File: config.mk
export PLATFORM = sky130hd
export DESIGN_NAME = desc_chain_seq
export DESIGN_NICKNAME = d
export VERILOG_FILES = /design/src/rtl/dcs_pkg.sv /design/src/rtl/dcs_decode.sv /design/src/rtl/dcs_desc_regs.sv /design/src/rtl/dcs_timer.sv /design/src/rtl/desc_chain_seq.sv
export SDC_FILE = /design/constraint.sdc
export NUM_CORES = 1
export LEC_CHECK = 0
export BUFFER_PORTS_ARGS = -buffer_cell sky130_fd_sc_hd__buf_2
export CORE_ASPECT_RATIO = 1.25
export CORE_MARGIN = 2
export CORE_UTILIZATION = 57
export CTS_BUF_LIST = sky130_fd_sc_hd__clkbuf_2 sky130_fd_sc_hd__clkbuf_4 sky130_fd_sc_hd__clkbuf_8
export DETAILED_ROUTE_END_ITERATION = 16
export PLACE_DENSITY_LB_ADDON = 0.12
export REMOVE_ABC_BUFFERS = 1
export SYNTH_ARGS = -nofsm -noshare
export SYNTH_HDL_FRONTEND = slang
export SYNTH_SLANG_ARGS = --single-unit
File: constraint.sdc
create_clock -name clk -period 4.46 [get_ports clk]
set_clock_uncertainty 0.1 [all_clocks]
set_input_delay 0.669 -clock clk [delete_from_list [all_inputs] [get_ports clk]]
set_output_delay 0.669 -clock clk [all_outputs]
set_load 0.03 [all_outputs]
File: src/rtl/dcs_pkg.sv
package dcs_pkg;
  localparam int FL_OWNER   = 31;
  localparam int FL_ERR     = 30;
  localparam int FL_CMD_LO  = 24;
  localparam int CMD_W      = 6;
  localparam int CTL_LO     = 9;
  localparam int CTL_W      = 13;
  localparam int LEN_FLD_W  = 9;
  localparam int JOB_LEN_W  = LEN_FLD_W + 1;
  localparam int EXP_W      = 4;
  localparam int START_BIT  = 1;

  // control field positions relative to CTL_LO
  localparam int C_LONG   = 21 - CTL_LO;
  localparam int C_NOCRC  = 20 - CTL_LO;
  localparam int C_WRITE  = 19 - CTL_LO;
  localparam int C_DATA   = 18 - CTL_LO;
  localparam int C_SKIP   = 17 - CTL_LO;
  localparam int C_NORESP = 16 - CTL_LO;
  localparam int C_TMO_LO = 12 - CTL_LO;
  localparam int C_EOC    = 11 - CTL_LO;
  localparam int C_BUSYW  = 10 - CTL_LO;
  localparam int C_BLOCK  = 9 - CTL_LO;

  typedef enum logic [2:0] {
    S_IDLE, S_REQ, S_WAIT, S_ISSUE, S_RUN, S_WBACK
  } seq_state_e;

  typedef struct packed {
    logic [CMD_W-1:0]     cmd_idx;
    logic                 long_resp;
    logic                 no_crc;
    logic                 write;
    logic                 data_en;
    logic                 skip_cmd;
    logic                 no_resp;
    logic                 busy_wait;
    logic                 block_mode;
    logic                 eoc;
    logic [EXP_W-1:0]     tmo_exp;
    logic [JOB_LEN_W-1:0] len;
  } job_ctl_t;
endpackage

File: src/rtl/dcs_decode.sv
module dcs_decode
  import dcs_pkg::*;
(
  input  logic [CMD_W-1:0]     cmd_fld,
  input  logic [CTL_W-1:0]     ctl_fld,
  input  logic [LEN_FLD_W-1:0] len_fld,
  output job_ctl_t             ctl
);
  localparam logic [JOB_LEN_W-1:0] FULL_BLOCKS = JOB_LEN_W'(1) << LEN_FLD_W;

  always_comb begin
    ctl.cmd_idx    = cmd_fld;
    ctl.long_resp  = ctl_fld[C_LONG];
    ctl.no_crc     = ctl_fld[C_NOCRC];
    ctl.write      = ctl_fld[C_WRITE];
    ctl.data_en    = ctl_fld[C_DATA];
    ctl.skip_cmd   = ctl_fld[C_SKIP];
    ctl.no_resp    = ctl_fld[C_NORESP];
    ctl.busy_wait  = ctl_fld[C_BUSYW];
    ctl.block_mode = ctl_fld[C_BLOCK];
    ctl.eoc        = ctl_fld[C_EOC];
    ctl.tmo_exp    = ctl_fld[C_TMO_LO +: EXP_W];
    // a zero block count stands for the largest count
    if (ctl_fld[C_BLOCK] && (len_fld == '0))
      ctl.len = FULL_BLOCKS;
    else
      ctl.len = {1'b0, len_fld};
  end
endmodule

File: src/rtl/dcs_desc_regs.sv
module dcs_desc_regs #(
  parameter int WORDS = 4,
  parameter int DW    = 32,
  localparam int IDX_W = $clog2(WORDS)
) (
  input  logic                      clk,
  input  logic                      rst_n,
  input  logic                      load,
  input  logic [IDX_W-1:0]          idx,
  input  logic [DW-1:0]             din,
  output logic [WORDS-1:0][DW-1:0]  words
);
  for (genvar g = 0; g < WORDS; g++) begin : g_word
    always_ff @(posedge clk or negedge rst_n) begin
      if (!rst_n)
        words[g] <= '0;
      else if (load && (idx == IDX_W'(g)))
        words[g] <= din;
    end
  end
endmodule

File: src/rtl/dcs_timer.sv
module dcs_timer #(
  parameter int EXP_W = 4,
  localparam int CNT_W = 1 << EXP_W
) (
  input  logic             clk,
  input  logic             rst_n,
  input  logic             run,
  input  logic             tick,
  input  logic [EXP_W-1:0] exp_sel,
  output logic             expired
);
  logic [CNT_W-1:0] cnt;
  logic [CNT_W:0]   limit;

  assign limit   = (CNT_W+1)'(1) << exp_sel;
  assign expired = run && tick && (({1'b0, cnt} + (CNT_W+1)'(1)) == limit);

  always_ff @(posedge clk or negedge rst_n) begin
    if (!rst_n)
      cnt <= '0;
    else if (!run)
      cnt <= '0;
    else if (tick)
      cnt <= cnt + CNT_W'(1);
  end
endmodule

File: src/rtl/desc_chain_seq.sv
module desc_chain_seq
  import dcs_pkg::*;
#(
  parameter int DW = 32
) (
  input  logic                 clk,
  input  logic                 rst_n,
  input  logic                 cfg_we,
  input  logic [DW-1:0]        cfg_wdata,
  output logic                 busy,
  output logic                 st_eoc,
  output logic                 st_desc_err,
  output logic                 st_timeout,
  output logic                 st_job_err,
  output logic                 rd_req_valid,
  input  logic                 rd_req_ready,
  output logic [DW-1:0]        rd_req_addr,
  input  logic                 rd_rsp_valid,
  input  logic [DW-1:0]        rd_rsp_data,
  output logic                 wr_valid,
  input  logic                 wr_ready,
  output logic [DW-1:0]        wr_addr,
  output logic [DW-1:0]        wr_data,
  output logic                 job_valid,
  input  logic                 job_ready,
  output logic [CMD_W-1:0]     job_cmd_idx,
  output logic [DW-1:0]        job_arg,
  output logic [DW-1:0]        job_data_addr,
  output logic [DW-1:0]        job_resp_addr,
  output logic                 job_long_resp,
  output logic                 job_no_crc,
  output logic                 job_write,
  output logic                 job_data_en,
  output logic                 job_skip_cmd,
  output logic                 job_no_resp,
  output logic                 job_busy_wait,
  output logic                 job_block_mode,
  output logic [JOB_LEN_W-1:0] job_len,
  input  logic                 job_done,
  input  logic                 job_err,
  input  logic                 ms_tick
);
  localparam int DESC_WORDS = 4;
  localparam int IDX_W      = $clog2(DESC_WORDS);
  localparam int WB_SHIFT   = $clog2(DW / 8);
  localparam int DESC_BYTES = DESC_WORDS * (DW / 8);
  localparam logic [DW-1:0] ALIGN_MASK = ~DW'((1 << WB_SHIFT) - 1);

  seq_state_e                     state;
  logic [DW-1:0]                  base_q;
  logic [IDX_W-1:0]               widx;
  logic [DESC_WORDS-1:0][DW-1:0]  words;
  job_ctl_t                       ctl;
  logic                           tmo_hit;
  logic                           word_load;
  logic                           run_q;

  assign word_load = (state == S_WAIT) && rd_rsp_valid;
  assign run_q     = (state == S_RUN);

  dcs_desc_regs #(.WORDS(DESC_WORDS), .DW(DW)) u_regs (
    .clk   (clk),
    .rst_n (rst_n),
    .load  (word_load),
    .idx   (widx),
    .din   (rd_rsp_data),
    .words (words)
  );

  dcs_decode u_dec (
    .cmd_fld (words[0][FL_CMD_LO +: CMD_W]),
    .ctl_fld (words[0][CTL_LO +: CTL_W]),
    .len_fld (words[0][LEN_FLD_W-1:0]),
    .ctl     (ctl)
  );

  dcs_timer #(.EXP_W(EXP_W)) u_tmr (
    .clk     (clk),
    .rst_n   (rst_n),
    .run     (run_q),
    .tick    (ms_tick),
    .exp_sel (ctl.tmo_exp),
    .expired (tmo_hit)
  );

  always_ff @(posedge clk or negedge rst_n) begin
    if (!rst_n) begin
      state       <= S_IDLE;
      base_q      <= '0;
      widx        <= '0;
      st_eoc      <= 1'b0;
      st_desc_err <= 1'b0;
      st_timeout  <= 1'b0;
      st_job_err  <= 1'b0;
    end else if (cfg_we) begin
      st_eoc      <= 1'b0;
      st_desc_err <= 1'b0;
      st_timeout  <= 1'b0;
      st_job_err  <= 1'b0;
      widx        <= '0;
      base_q      <= cfg_wdata & ALIGN_MASK;
      state       <= cfg_wdata[START_BIT] ? S_REQ : S_IDLE;
    end else begin
      case (state)
        S_REQ:   if (rd_req_ready) state <= S_WAIT;
        S_WAIT: begin
          if (rd_rsp_valid) begin
            if ((widx == '0) && !rd_rsp_data[FL_OWNER]) begin
              st_desc_err <= 1'b1;
              state       <= S_IDLE;
            end else if (widx == IDX_W'(DESC_WORDS - 1)) begin
              state <= S_ISSUE;
            end else begin
              widx  <= widx + IDX_W'(1);
              state <= S_REQ;
            end
          end
        end
        S_ISSUE: if (job_ready) state <= S_RUN;
        S_RUN: begin
          if (job_done) begin
            if (job_err) begin
              state <= S_WBACK;
            end else if (ctl.eoc) begin
              st_eoc <= 1'b1;
              state  <= S_IDLE;
            end else begin
              base_q <= base_q + DW'(DESC_BYTES);
              widx   <= '0;
              state  <= S_REQ;
            end
          end else if (tmo_hit) begin
            st_timeout <= 1'b1;
            state      <= S_IDLE;
          end
        end
        S_WBACK: begin
          if (wr_ready) begin
            st_job_err <= 1'b1;
            state      <= S_IDLE;
          end
        end
        default: state <= S_IDLE;
      endcase
    end
  end

  assign busy           = (state != S_IDLE);
  assign rd_req_valid   = (state == S_REQ);
  assign rd_req_addr    = base_q + (DW'(widx) << WB_SHIFT);
  assign wr_valid       = (state == S_WBACK);
  assign wr_addr        = base_q;
  assign wr_data        = words[0] | (DW'(1) << FL_ERR);
  assign job_valid      = (state == S_ISSUE);
  assign job_cmd_idx    = ctl.cmd_idx;
  assign job_arg        = words[1];
  assign job_data_addr  = words[2];
  assign job_resp_addr  = words[3];
  assign job_long_resp  = ctl.long_resp;
  assign job_no_crc     = ctl.no_crc;
  assign job_write      = ctl.write;
  assign job_data_en    = ctl.data_en;
  assign job_skip_cmd   = ctl.skip_cmd;
  assign job_no_resp    = ctl.no_resp;
  assign job_busy_wait  = ctl.busy_wait;
  assign job_block_mode = ctl.block_mode;
  assign job_len        = ctl.len;
endmodule

==> results.json <==
{
  "share_seq_of_total_power_pct": 41.0,
  "finalSetupViolations": 0,
  "firstDrtPassIters": 4,
  "cts_tree": "built",
  "fin_nets": 1137,
  "root_buffer": "clkbuf_8",
  "fin_tns_setup_ps": 0,
  "yosysSeqAreaShare_pct": 50.4,
  "final_cell_mix": "290 x buf_2, 182 x dfrtp_1, 129 x mux2_2",
  "grt_pass1_vias": 6651,
  "placed_area_mm2": 0.0105,
  "synthArstFlopShare_pct": 100,
  "antenna_found_initial": 1,
  "drive_above_1_share_pct": 44.3,
  "worst_pin_slew_ps": 871,
  "routed_wl_um": 22100,
  "rows": 51,
  "clk_pin_slew_ps": 100,
  "required_ps": 3690,
  "p_leak_nw": 5.52,
  "vias_per_cell": 5.39,
  "synth_top_area_cell": "dfrtp_1",
  "synth-edff-count": 0,
  "cts_hold_buf": 0,
  "cts.sinks": 182,
  "power_mw": 5.82,
  "fmaxAchievable_mhz": 271,
  "route.detailed.drc": 0,
  "final_common_cell": "buf_2",
  "final_area_mm2": 0.0108,
  "ys_ff_latch": 182,
  "cts_buffers": 17,
  "dpl_worst_slack_ps": 1250,
  "rsz0062_at_grt": "no",
  "slowest_stage": "dfrtp_1",
  "fin_ws_ps": 767,
  "core_mm2": 0.0156,
  "die-height_um": 145,
  "post-route-period-util_pct": 82.8,
  "hold_path_class": "in2async",
  "synth-main-ff-cell": "dfrtp_1",
  "synth_area_mm2": 0.00904,
  "postCtsSetupRepairBufs": 0,
  "clock_path_buffers": 2,
  "clock_latency_ps": 450,
  "switching_share_pct": 44.2,
  "period_needed_ps": 3690,
  "p_int_mw": 3.24,
  "path_cells": "ha_1 > nand2_1 > or2_1 > nor2_2 > nand2_1 > nor3b_1 > nand3_1 > nor2_1 > xor2_1 > buf_2",
  "cp-start-kind": "flop",
  "grt_usage_pct": 25.9,
  "numPortBuffers": 291,
  "post_cts_resized": 0,
  "outcome": "completed",
  "die_w_um": 117,
  "wl_per_cell_um": 17.3,
  "area_growth_pct": 19.7,
  "drv_slew": 0,
  "synthDistinctLibCells": 58,
  "cpMostUsedCell": "nand2_1",
  "globalplace.congestion": 0.853,
  "hold_viol": 0,
  "io_pins": 298,
  "slew_headroom_pct": 41.9,
  "max_stage_delay_ps": 480,
  "drt_iter0_drc": 259,
  "initial_core_util_pct": 58.1,
  "synth_top_area_share_pct": 50.4,
  "ant_nets": 0,
  "synth_area_leaders": "dfrtp_1 50%, mux2_2 16%, xor2_1 4.7%, xnor2_1 4.0%, nand2_1 2.7%",
  "critPathCaptureType": "primary output",
  "synth.avg_cell_area_um2": 11.2,
  "cap_violations": 0,
  "grt_max_degree": 92,
  "grt_pass1_wl_um": 33600,
  "critPathArrivalTime_ps": 2920,
  "synth_cells": 807,
  "num_vias": 6894,
  "h-tree-depth": 4,
  "clkPwrFrac_pct": 17.8,
  "hold_slack_ps": 133,
  "dieArea_mm2": 0.0169,
  "cp_top_family": "simple AND/OR/NAND/NOR gates",
  "ir_drop_mv": 0.454,
  "crit_buf_inv": 1,
  "hpwl_um": 15800,
  "switchingPower_mw": 2.57,
  "pwr-share-comb_pct": 41.1,
  "critPathMaxFanout": 6,
  "yosys_warnings": 0,
  "path_class": "reg2out",
  "p_per_area_mw_per_mm2": 537,
  "grt_overflow": 0
}
[cell families after synthesis]
group | synth area share [%]
AND/OR/NAND/NOR | 14.3
flip-flops | 50.4
multiplexers | 16.5
XOR/XNOR | 8.72
buffers and inverters | 4.52
AO/OA/AOI/OAI | 4.12
adder cells (fa/ha/maj) | 1.47
other | 0.0831
[synthesized netlist by cell type (all sizes together), types with 2 or more instances]
library cell  count
nand2            66
nor3             17
mux2i             2
a22oi             2
a211o             3
conb              2
a21o              2
nand4            19
inv               8
or2               3
nand2b            6
or3               2
nor4bb            3
and2              8
ha                9
clkbuf           27
o22ai             2
xnor2            41
o31ai             2
nand4b            4
dfrtp           182
xor2             49
and4              7
a31oi             3
and4bb            5
nor4              5
buf              47
nor2b             4
and4b             2
nor2             62
o21ai            34
and3              4
a21oi             6
nand3            24
nor4b             2
nor3b             3
a32oi             2
mux2            130
[sequential cells by signal (all words and copies together) (netlist names)]
| name | count |
|---|---|
| st_eoc | 1 |
| state | 3 |
| widx | 2 |
| wr_addr | 30 |
| u_tmr.cnt | 16 |
| st_timeout | 1 |
| st_job_err | 1 |
| st_desc_err | 1 |
| u_regs.words | 127 |
[metrics by stage]
stage | utilization [%] | instances
global placement | 67.2 | 1246
detailed placement | 67.2 | 1246
finish | 69.5 | 1278
floorplan | - | 736
global route | 69.5 | 1278
CTS | 69.5 | 1277
[final timing paths]
kind                                         startpoint                            to  slack (ps)  cells past startpoint
setup / recovery                 wr_addr[4]$_DFFE_PN0P_               rd_req_addr[30]         770                     10
setup reg to reg           u_regs.words[13]$_DFFE_PN0P_          state[2]$_DFFE_PN0P_        1640                      8
min in group clk                          cfg_wdata[30]       wr_addr[30]$_DFFE_PN0P_         320                      3
hold / removal                                    rst_n      u_tmr.cnt[7]$_DFFE_PN0P_         130                      1
max in group asynchronous                         rst_n  u_regs.words[50]$_DFFE_PN0P_        3210                      2
hold reg to reg                  st_job_err$_DFFE_PN0P_        st_job_err$_DFFE_PN0P_         400                      2
[cell type report]
cell class,instances,area (um2)
inverters,8,30.0
clock buffers,18,248
diodes,1,2.50
well taps,212,265
clock inverters,13,110
fillers,1285,4740
multi-input cells,546,4090
flip-flops and latches,182,4550
repair buffers,298,1530
[routing by layer]
metal | global-route usage [%] | routed length [um]
met1 | 31.2 | 8640
met2 | 44.3 | 11300
met3 | 8.45 | 1780
met4 | 7.80 | 435
met5 | 0 | 0
[power by group through the flow]
stage | registers [mW] | clock network [mW] | logic (mW)
after floorplan | 3.34 | 0 | 0.646
after global placement | 2.39 | 0 | 2.38
after detailed placement | 2.41 | 0 | 2.41
after CTS | 2.39 | 1.07 | 2.41
after global routing | 2.45 | 1.13 | 2.52
final | 2.39 | 1.04 | 2.39
(Power assumes the default switching activity.)
